`src/rtl/fw_wprot_pkg.sv`:
```
package fw_wprot_pkg;
  localparam int unsigned REG_W      = 8;
  localparam int unsigned B_WREN     = 0;
  localparam int unsigned B_LOCK     = 1;
  localparam int unsigned B_RCFG_LO  = 2;
  localparam int unsigned RCFG_W     = 2;
  localparam int unsigned B_RCFG_HI  = B_RCFG_LO + RCFG_W - 1;
  localparam int unsigned B_TSWAP    = 4;
  localparam int unsigned B_SMMPROT  = 5;
  localparam int unsigned B_BSTRAP   = 6;
  localparam int unsigned B_LOCKDOWN = 7;
  localparam logic [RCFG_W-1:0] RCFG_RST = 2'd2;
  localparam int unsigned SYNC_STAGES = 2;
endpackage

```
`src/rtl/fw_wprot_rst_sync.sv`:
```
module fw_wprot_rst_sync #(
  parameter int unsigned STAGES = 2
) (
  input  logic clk,
  input  logic rst_n_a,
  output logic rst_n_s
);
  logic [STAGES-1:0] chain_q;
  logic [STAGES-1:0] chain_d;

  always_comb begin
    chain_d = {chain_q[STAGES-2:0], 1'b1};
  end

  always_ff @(posedge clk or negedge rst_n_a) begin
    if (!rst_n_a) chain_q <= '0;
    else          chain_q <= chain_d;
  end

  assign rst_n_s = chain_q[STAGES-1];
endmodule

```
`src/rtl/fw_wprot_field.sv`:
```
// Plain read/write field: the value of the last host write.
module fw_wprot_field #(
  parameter int unsigned W = 1,
  parameter logic [W-1:0] RST = '0
) (
  input  logic         clk,
  input  logic         rst_n,
  input  logic         wr_en,
  input  logic [W-1:0] wr_val,
  output logic [W-1:0] q
);
  logic [W-1:0] d;

  always_comb begin
    d = q;
    if (wr_en) d = wr_val;
  end

  always_ff @(posedge clk or negedge rst_n) begin
    if (!rst_n) q <= RST;
    else        q <= d;
  end

  // a write shows up unchanged in the next cycle
  a_r9_field_follows_write: assert property (@(posedge clk) disable iff (!rst_n)
    wr_en |=> (q == $past(wr_val)));
endmodule

```
`src/rtl/fw_wprot_sticky.sv`:
```
// Set-only bit: software can set it, only reset clears it.
module fw_wprot_sticky (
  input  logic clk,
  input  logic rst_n,
  input  logic wr_en,
  input  logic wr_val,
  output logic q,
  output logic q_next
);
  always_comb begin
    q_next = q | (wr_en & wr_val);
  end

  always_ff @(posedge clk or negedge rst_n) begin
    if (!rst_n) q <= 1'b0;
    else        q <= q_next;
  end

  // once set, no write clears it
  a_r3_sticky_hold: assert property (@(posedge clk) disable iff (!rst_n)
    q |=> q);
  a_r4_sticky_sets: assert property (@(posedge clk) disable iff (!rst_n)
    (wr_en && wr_val) |=> q);
endmodule

```
`src/rtl/fw_wprot_smi.sv`:
```
// Request pulse issued one cycle after write enable goes 0 -> 1 under lock.
module fw_wprot_smi (
  input  logic clk,
  input  logic rst_n,
  input  logic wr_en,
  input  logic wr_wren,
  input  logic wren_q,
  input  logic lock_next,
  output logic smi
);
  logic smi_d;

  always_comb begin
    smi_d = wr_en & wr_wren & ~wren_q & lock_next;
  end

  always_ff @(posedge clk or negedge rst_n) begin
    if (!rst_n) smi <= 1'b0;
    else        smi <= smi_d;
  end

  // the request never lasts more than one cycle
  a_r5_single_pulse: assert property (@(posedge clk) disable iff (!rst_n)
    smi |=> !smi);
  // no request without lock
  a_r6_no_smi_unlocked: assert property (@(posedge clk) disable iff (!rst_n)
    !lock_next |=> !smi);
endmodule

```
`src/rtl/fw_wprot_gate.sv`:
```
module fw_wprot_gate (
  input  logic clk,
  input  logic rst_n,
  input  logic wren,
  input  logic smm_prot,
  input  logic all_in_smm,
  output logic allowed
);
  always_comb begin
    allowed = wren & (~smm_prot | all_in_smm);
  end

  // no write permission without write enable
  a_r8_needs_wren: assert property (@(posedge clk) disable iff (!rst_n)
    !wren |-> !allowed);
  // protect bit blocks writes outside management mode
  a_r7_prot_blocks: assert property (@(posedge clk) disable iff (!rst_n)
    (smm_prot && !all_in_smm) |-> !allowed);
endmodule

```
`src/rtl/fw_wprot_ctrl.sv`:
```
module fw_wprot_ctrl
  import fw_wprot_pkg::*;
(
  input  logic             clk,
  input  logic             rst_n,
  input  logic             host_wr,
  input  logic [REG_W-1:0] host_wdata,
  output logic [REG_W-1:0] host_rdata,
  input  logic             all_in_smm,
  output logic             fw_wr_allowed,
  output logic             smi_req
);
  logic              rst_n_s;
  logic              wren_q;
  logic              lock_q, lock_nx;
  logic [RCFG_W-1:0] rcfg_q;
  logic              tswap_q, prot_q, bstrap_q;
  logic              lockdn_q, lockdn_nx;

  fw_wprot_rst_sync #(.STAGES(SYNC_STAGES)) u_rst_sync (
    .clk(clk), .rst_n_a(rst_n), .rst_n_s(rst_n_s));

  fw_wprot_field #(.W(1), .RST(1'b0)) u_wren (
    .clk(clk), .rst_n(rst_n_s), .wr_en(host_wr),
    .wr_val(host_wdata[B_WREN]), .q(wren_q));

  fw_wprot_sticky u_lock (
    .clk(clk), .rst_n(rst_n_s), .wr_en(host_wr),
    .wr_val(host_wdata[B_LOCK]), .q(lock_q), .q_next(lock_nx));

  fw_wprot_field #(.W(RCFG_W), .RST(RCFG_RST)) u_rcfg (
    .clk(clk), .rst_n(rst_n_s), .wr_en(host_wr),
    .wr_val(host_wdata[B_RCFG_HI:B_RCFG_LO]), .q(rcfg_q));

  fw_wprot_field #(.W(1), .RST(1'b0)) u_tswap (
    .clk(clk), .rst_n(rst_n_s), .wr_en(host_wr),
    .wr_val(host_wdata[B_TSWAP]), .q(tswap_q));

  fw_wprot_field #(.W(1), .RST(1'b0)) u_prot (
    .clk(clk), .rst_n(rst_n_s), .wr_en(host_wr),
    .wr_val(host_wdata[B_SMMPROT]), .q(prot_q));

  fw_wprot_field #(.W(1), .RST(1'b0)) u_bstrap (
    .clk(clk), .rst_n(rst_n_s), .wr_en(host_wr),
    .wr_val(host_wdata[B_BSTRAP]), .q(bstrap_q));

  fw_wprot_sticky u_lockdn (
    .clk(clk), .rst_n(rst_n_s), .wr_en(host_wr),
    .wr_val(host_wdata[B_LOCKDOWN]), .q(lockdn_q), .q_next(lockdn_nx));

  fw_wprot_smi u_smi (
    .clk(clk), .rst_n(rst_n_s), .wr_en(host_wr),
    .wr_wren(host_wdata[B_WREN]), .wren_q(wren_q),
    .lock_next(lock_nx), .smi(smi_req));

  fw_wprot_gate u_gate (
    .clk(clk), .rst_n(rst_n_s), .wren(wren_q), .smm_prot(prot_q),
    .all_in_smm(all_in_smm), .allowed(fw_wr_allowed));

  always_comb begin
    host_rdata = '0;
    host_rdata[B_WREN]              = wren_q;
    host_rdata[B_LOCK]              = lock_q;
    host_rdata[B_RCFG_HI:B_RCFG_LO] = rcfg_q;
    host_rdata[B_TSWAP]             = tswap_q;
    host_rdata[B_SMMPROT]           = prot_q;
    host_rdata[B_BSTRAP]            = bstrap_q;
    host_rdata[B_LOCKDOWN]          = lockdn_q;
  end

  // setting write enable under lock yields a request next cycle
  a_r5_smi_after_set: assert property (@(posedge clk) disable iff (!rst_n_s)
    (host_wr && host_wdata[B_WREN] && !host_rdata[B_WREN] && host_rdata[B_LOCK])
    |=> smi_req);
  // write enable is already 1 while the request is raised
  a_r10_race_window: assert property (@(posedge clk) disable iff (!rst_n_s)
    smi_req |-> host_rdata[B_WREN]);
  // re-writing an already set write enable raises nothing
  a_r6_no_smi_when_set: assert property (@(posedge clk) disable iff (!rst_n_s)
    host_rdata[B_WREN] |=> !smi_req);
endmodule

```
`config.mk`:
```
export PLATFORM = sky130hd
export DESIGN_NAME = fw_wprot_ctrl
export DESIGN_NICKNAME = d
export VERILOG_FILES = /design/src/rtl/fw_wprot_pkg.sv /design/src/rtl/fw_wprot_rst_sync.sv /design/src/rtl/fw_wprot_field.sv /design/src/rtl/fw_wprot_sticky.sv /design/src/rtl/fw_wprot_smi.sv /design/src/rtl/fw_wprot_gate.sv /design/src/rtl/fw_wprot_ctrl.sv
export SDC_FILE = /design/constraint.sdc
export NUM_CORES = 1
export LEC_CHECK = 0
export BUFFER_PORTS_ARGS = -buffer_cell sky130_fd_sc_hd__buf_2
export CAP_MARGIN = 40
export CORE_MARGIN = 2
export CORE_UTILIZATION = 35
export DETAILED_ROUTE_END_ITERATION = 10
export GPL_TIMING_DRIVEN = 0
export PLACE_DENSITY_LB_ADDON = 0.12
export SYNTH_ARGS = -nofsm -noshare
export SYNTH_HDL_FRONTEND = slang
export SYNTH_SLANG_ARGS = --single-unit
```
`constraint.sdc`:
```
create_clock -name clk -period 1.3 [get_ports clk]
set_input_delay 0.39 -clock clk [delete_from_list [all_inputs] [get_ports clk]]
set_output_delay 0.39 -clock clk [all_outputs]
set_load 0.05 [all_outputs]
```
# Word level (Yosys, flattened, before mapping)
# Cells that the tools add are included.
[totals]
elab_cells = 20
in_bits = 12
register_bits = 11
output_inout_bits = 10
[op_classes]
n_bitwise = 11
[op_table]
columns = ["op", "n"]
rows = [
  ["1-bit bitwise AND", 6],
  ["1-bit OR", 3],
  ["1-bit NOT", 2],
]

# Longest topological paths before layout
# Gate-level depths: netlist of run 1.
[logic_depth]
depth_word = 3
depth_mapped = 3
mapped_depth_nobuf = 2

# Hierarchy
# A second synthesis of run 1 with hierarchy kept.
[hier_totals]
hier_cells = 29
area_unflattened_um2 = 444.2
[by_module_without_submodules]
columns = ["mod", "seq_area_each_um2", "cells_each", "area_per_inst_um2", "instances"]
rows = [
  ["fw_wprot_field (u_bstrap ...)", 25.0, 2, 40.0, 4],
  ["fw_wprot_field (u_rcfg)", 51.3, 4, 73.8, 1],
  ["fw_wprot_sticky", 25.0, 2, 32.5, 2],
  ["fw_wprot_rst_sync", 50.0, 3, 53.8, 1],
  ["fw_wprot_ctrl", 0.0, 6, 45.0, 1],
  ["fw_wprot_smi", 25.0, 2, 35.0, 1],
  ["fw_wprot_gate", 0.0, 2, 11.3, 1],
]

# Worst setup path before layout of run 1
# Ideal clock, no wire load.
[synth_path]
path_type = "input-to-output"
startpoint = "input port all_in_smm"
endpoint = "output port fw_wr_allowed"
path_stages = 2
path_buffers = 0
path_slack_ns = -0.283
t_arrival_ns = 1.193
t_required_ns = 0.910
path_cell_list = "inv_1 -> a21oi_1"
[synth_via]
elab_chain_len = 2
[synth_lines]
columns = ["element", "line_no", "source"]
rows = [
  ["from (decl)", "fw_wprot_ctrl.sv:9", "input logic all_in_smm,"],
  ["1-bit OR", "fw_wprot_gate.sv:10", "allowed = wren & (~smm_prot | all_in_smm);"],
  ["1-bit bitwise AND", "fw_wprot_gate.sv:10", ""],
  ["to (decl)", "fw_wprot_ctrl.sv:10", "output logic fw_wr_allowed,"],
]
# No other way between the ends.

# Worst setup path after layout of run 1
[layout_path]
startpoint = "register u_wren.q"
endpoint = "output port fw_wr_allowed"
[layout_via]
elab_chain_len = 1
[layout_lines]
columns = ["element", "line_no", "source"]
rows = [
  ["from (decl)", "fw_wprot_field.sv:10", "output logic [W-1:0] q"],
  ["from (signal assigned)", "fw_wprot_field.sv:20", "if (!rst_n) q <= RST;"],
  ["from (signal assigned)", "fw_wprot_field.sv:21", "else q <= d;"],
  ["1-bit bitwise AND", "fw_wprot_gate.sv:10", ""],
]
# No other way between the ends.

==> impl_metrics.csv, run 1 <==
group,metric,value,unit
run_status,status,"complete, but fails checks",
run_status,violations,"negative setup slack",
cells_and_area,mostFrequentLayoutCells,"buf_2 (11), dfrtp_1 (10), buf_4 (6)",
global_route,grt_pass1_vias,295,
power_and_ir_drop,cellLeakagePower,0.000350,µW
synth,synth-seq-cells,11,
sta,setup_violations,4,
setup_path,crit_fanout,3,
cells_and_area,fin_cells,73,
setup_path,critPathCaptureType,"output pin",
routing,antenna_left,0,
routing,avgViaCountPerCell,4.16,
cells_and_area,fin_util,54.7,%
synth,ys_warn_count,0,
routing,vias,304,
cts,h-tree-depth,1,
sta,fmax,0.725,GHz
cells_and_area,final_cell_area,694,µm²
min_path,min_path_type,"register to async pin",
cts,cts_tree,"built",
die,die_area,1630,µm²
sta,grt_setup_unrepaired,"yes",
setup_path,arrival,990,ps
run,maxCapViolCount,0,
power_and_ir_drop,power_density,1210,nW/µm²
setup_path,criticalPathCategory,"register to output pin",
place,place_inst,68,
cts,cts_buffers,3,
sta,timing.final.crit_share,106,%
cells_and_area,n_fill_cell,114,
sta,fin_crit,1380,ps
sta,skew,1.46,ps
cts,clk_latency,250,ps
global_route,globalRouteOverflowTotal,0,
place,place_congestion,0.593,
routing,wl_per_cell,11.1,µm
sta,worst_slack,-79.3,ps
cts,clockRootBuffer,"clkbuf_4",
place,hpwl,626,µm
cts,clockBufferDepth,2,
cts,numClockSinks,11,
die,fp.dieW,40.4,µm
cells_and_area,drive_above_1_share,70.7,%
global_route,globalRouteTotalUtil,12.2,%
cells_and_area,multiInputGateArea,128,µm²
synth,yosysSeqAreaShare,59.6,%
die,start_util,36.6,%
die,num_rows,13,
global_route,grt_pass1_wl,1.24,mm
cells_and_area,syn_to_final_growth,49.6,%
place,pre_cts_ws,28.3,ps
sta,hold_viol,0,
synth,syn_avg_cell_area,14.1,µm²
global_route,grt_antenna_before_repair,0,
sta,slew_violations,0,
routing,drt_iter0_drc,1,
routing,drc,0,
power_and_ir_drop,ir_worst_vdd,0.785,mV
place,dpl_cell_area,587,µm²
place,io_buffers,20,
setup_path,required,910,ps
die,core-area,1270,µm²
routing,drt_wl_total,807,µm
synth,syn_nets,45,
cells_and_area,nets,71,
die,dieHeight,40.4,µm
die,io_pins,22,
synth,netlist_area,464,µm²
global_route,grt_max_degree,10,
synth,syn_inst,33,
cells_and_area,antenna_cells,0,
cts,cts.clk_slew.worst_paths,70,ps
sta,whs,138,ps
setup_path,startpoint_type,"register",
routing,dr.pass1.iters,2,
cells_and_area,final_common_cell,"buf_2",
synth,ys_types,13,
cells_and_area,regArea,277,µm²
[final timing paths]
check                                      start               endpoint  slack (ps)  depth (start not counted)
max                                     u_wren.q          fw_wr_allowed         -80                          3
min in group clk                   host_wdata[7]             u_lockdn.q         340                          2
max in group asynchronous                  rst_n  u_rst_sync.chain_q[1]         760                          2
min reg2reg                u_rst_sync.chain_q[1]             u_bstrap.q         140                          0
max reg2reg                            u_tswap.q              u_tswap.q         380                          2
min                        u_rst_sync.chain_q[1]             u_bstrap.q         140                          0
[layout make-up]
cell class                      count  area share, %
Inverter                            2           1.08
Timing Repair Buffer               25           30.5
Sequential cell                    11           39.8
Tap cell                           15           2.70
Buffer                              3           3.78
Multi-Input combinational cell     13           18.4
Clock buffer                        4           3.78
[worst max-delay path, stage by stage (launching register included)]
cell and delay [ps]:
dfrtp_1 390, inv_2 50, a21oi_2 120, buf_6 170
[sequential cells by signal, indices dropped and copies added, names as in the netlist]
signal              count
u_tswap.q               1
u_rcfg.q                2
u_bstrap.q              1
u_lockdn.q              1
u_prot.q                1
u_wren.q                1
u_rst_sync.chain_q      2
u_smi.smi               1
u_lock.q                1
[repair_timing]
item                                   in CTS  in global routing
endpoints found under the hold margin       2                  0
gates resized for setup                    22                  1
buffers inserted                            4                  0
setup endpoints to repair                   8                  5
hold buffers                                1                  0
[cell usage after synthesis, drive strengths merged]
cell    n  share of area (%)
nor3    1                2.2
conb    1               0.81
nand2   1               0.81
o21ai   1                1.1
buf     7                 12
nor2    1               0.81
inv     2                1.6
dfrtp  10                 54
mux2    5                 16
a21oi   1                1.1
a21o    2                3.8
dfstp   1                5.7
[metrics by stage]
stage / total power (µW) / TNS (ps)
5_1_grt: 881 / -349
6_report: 840 / -204
3_3_place_gp: 575 / 0
2_1_floorplan: 535 / 0
3_5_place_dp: 581 / 0
4_1_cts: 848 / -210
[logic make-up (layout without fill, tap and decap cells)]
kind of cell | after synthesis | in the layout | share of synthesized area, %
flops | 11 | 11 | 59.6
other cells | 1 | 1 | 0.808
compound gates | 4 | 4 | 5.93
buf+inv | 9 | 34 | 13.7
mux | 5 | 5 | 16.2
simple gates | 3 | 3 | 3.77
[power by group]
group          internal (µW)  switching (µW)
Clock                    118             103
Combinational            107             121
Sequential               368            22.7
[routing by layer]
layer,share of wire (%),GRT usage (%),wire length [µm],vias up
li1,-,-,-,150
met1,39,12.6,315,143
met2,55,21.4,443,9
met3,5.3,5.00,43,2
met4,0.50,5.00,4,0
met5,0,0,0,-
(Power assumes the default switching activity.)
==> run 2, diff against run 1 <==
CAP_MARGIN = unset   (was 40)
CORE_UTILIZATION = 32   (was 35)
MAX_ROUTING_LAYER = met4   (was unset)
==> impl_metrics.csv, run 2 (synthesis gave the netlist of run 1 again) <==
group,metric,value,unit
routing,dr.pass1.iters,3,
cells_and_area,final_cell_area,694,µm²
cells_and_area,syn_to_final_growth,49.6,%
cells_and_area,n_fill_cell,120,
global_route,use_met1,13.6,%
sta,hold_viol,0,
run,maxCapViolCount,0,
routing,antenna_left,0,
die,io_pins,22,
sta,setup_violations,4,
place,dpl_cell_area,587,µm²
sta,whs,144,ps
setup_path,crit_start,"u_wren.q",
cells_and_area,multiInputGateArea,128,µm²
cells_and_area,final_common_cell,"buf_2",
setup_path,arrival,1000,ps
cts,clockBufferDepth,2,
sta,skew,4.49,ps
cts,clk_latency,260,ps
setup_path,critPathCaptureType,"output pin",
cts,cts.clk_slew.worst_paths,70,ps
sta,grt_setup_unrepaired,"yes",
cells_and_area,fin_cells,72,
cells_and_area,drive_above_1_share,70.2,%
routing,drt_wl_total,879,µm
setup_path,worstReg2RegStart,"u_bstrap.q",
power_and_ir_drop,p_clk_share,27.3,%
cts,cts_buffers,3,
cts,h-tree-depth,1,
min_path,min_path_type,"register to async pin",
place,io_buffers,20,
sta,fmax,0.720,GHz
cts,cts_tree,"built",
routing,drt_iter0_drc,14,
sta,slew_violations,0,
run_status,status,"complete, but fails checks",
place,hpwl,661,µm
global_route,use_met2,17.5,%
die,core-area,1330,µm²
die,dieHeight,42.1,µm
setup_path,reg2reg_setup_slack,390,ps
setup_path,cpMaxStageDelayCell,"dfrtp_1",
setup_path,crit_chain,"inv_2 > a21oi_2 > buf_6",
setup_path,startpoint_type,"register",
cells_and_area,regArea,277,µm²
sta,timing.final.crit_share,107,%
routing,drc,0,
power_and_ir_drop,cellLeakagePower,0.000347,µW
global_route,busiest_layer,"met2",
cells_and_area,mostFrequentLayoutCells,"buf_2 (11), dfrtp_1 (10), buf_8 (6)",
power_and_ir_drop,p_int,595,µW
global_route,grtUsageMet3,3.88,%
run_status,violations,"negative setup slack",
setup_path,crit_fanout,3,
cts,numClockSinks,11,
routing,wl_per_cell,12.2,µm
global_route,grt_pass1_vias,318,
power_and_ir_drop,sequentialPowerShare,45.9,%
global_route,grt_pass1_wl,1.48,mm
power_and_ir_drop,swShare,30.2,%
cells_and_area,antenna_cells,0,
routing,avgViaCountPerCell,4.25,
setup_path,r2r_cells,2,
die,num_rows,13,
setup_path,criticalPathCategory,"register to output pin",
die,die_area,1770,µm²
die,fp.dieW,42.1,µm
global_route,globalRouteTotalUtil,11.7,%
cells_and_area,nets,70,
cts,clockRootBuffer,"clkbuf_4",
place,place_congestion,0.735,
cells_and_area,reg_top3,"u_rcfg.q: 2 flops, u_rst_sync.chain_q: 2 flops",
die,start_util,34.8,%
setup_path,endpoint,"fw_wr_allowed",
power_and_ir_drop,p_sw,257,µW
global_route,grt_max_degree,10,
setup_path,r2r-end,"u_bstrap.q",
sta,fin_crit,1390,ps
routing,vias,306,
power_and_ir_drop,p_comb_share,26.9,%
global_route,globalRouteOverflowTotal,0,
global_route,grt_antenna_before_repair,0,
power_and_ir_drop,ir_worst_vdd,0.581,mV
setup_path,required,910,ps
power_and_ir_drop,power_density,1230,nW/µm²
place,place_inst,68,
setup_path,slowest_delay,400,ps
sta,worst_slack,-89.3,ps
==> run 2: cell types whose count changed in the layout (fill, tap and decap cells not counted) <==
cell / previous run / this run
buf_4: 6 / 4
buf_8: 5 / 6
==> run 2: how the worst min path moves through the flow <==
stage	startpoint	end	slack [ps]	depth (start not counted)
2_1_floorplan	rst_n	u_rst_sync.chain_q[0]	90	0
6_report	u_rst_sync.chain_q[1]	u_lockdn.q	140	0
4_1_cts	u_rst_sync.chain_q[1]	u_prot.q	160	0
3_3_place_gp	u_rst_sync.chain_q[1]	u_rcfg.q[0]	140	0
5_1_grt	u_rst_sync.chain_q[1]	u_lockdn.q	190	0
3_5_place_dp	u_rst_sync.chain_q[1]	u_lockdn.q	160	0
==> run 2: critical path, delay by kind of cell (launching register included) <==
family,cells,cell delay (ps)
AO/OA/AOI/OAI,1,120
buffers and inverters,2,220
flip-flops,1,400
==> run 2: final cells by class <==
cell class / count / area share [%]
sequential: 11 / 39.8
multi-input combinational: 13 / 18.4
tap: 15 / 2.70
clock buffer: 4 / 3.78
timing repair buffer: 24 / 29.9
buffer: 3 / 4.32
inverter: 2 / 1.08
==> run 2: metal layers <==
layer / up-vias / wire length, µm
met5: - / 0
met4: 0 / 0
met2: 10 / 430
met1: 149 / 395
li1: 147 / -
met3: 0 / 52
==> run 2: through the flow <==
step / total power (µW) / util, % / worst slack, ps / TNS, ps
2_1_floorplan: 535 / - / 18.8 / 0
3_3_place_gp: 576 / 44.0 / 34.2 / 0
3_5_place_dp: 580 / 44.0 / 27.1 / 0
4_1_cts: 853 / 50.8 / -98.1 / -289
5_1_grt: 889 / 52.1 / -129 / -363
6_report: 852 / 52.1 / -89.3 / -235
==> run 2: power groups by stage <==
stage / clock network (µW) / logic (µW) / registers [µW]
CTS: 243 / 219 / 391
detailed placement: 0 / 187 / 393
floorplan: 0 / 116 / 418
finish: 232 / 229 / 391
global placement: 0 / 185 / 391
global route: 257 / 237 / 395
==> run 2: timing repair <==
item	4_1_cts	5_1_grt
hold buffers	1	0
endpoints found under the hold margin	2	0
endpoints found under the setup margin	8	5
gates resized for setup	22	3
setup buffers	2	1
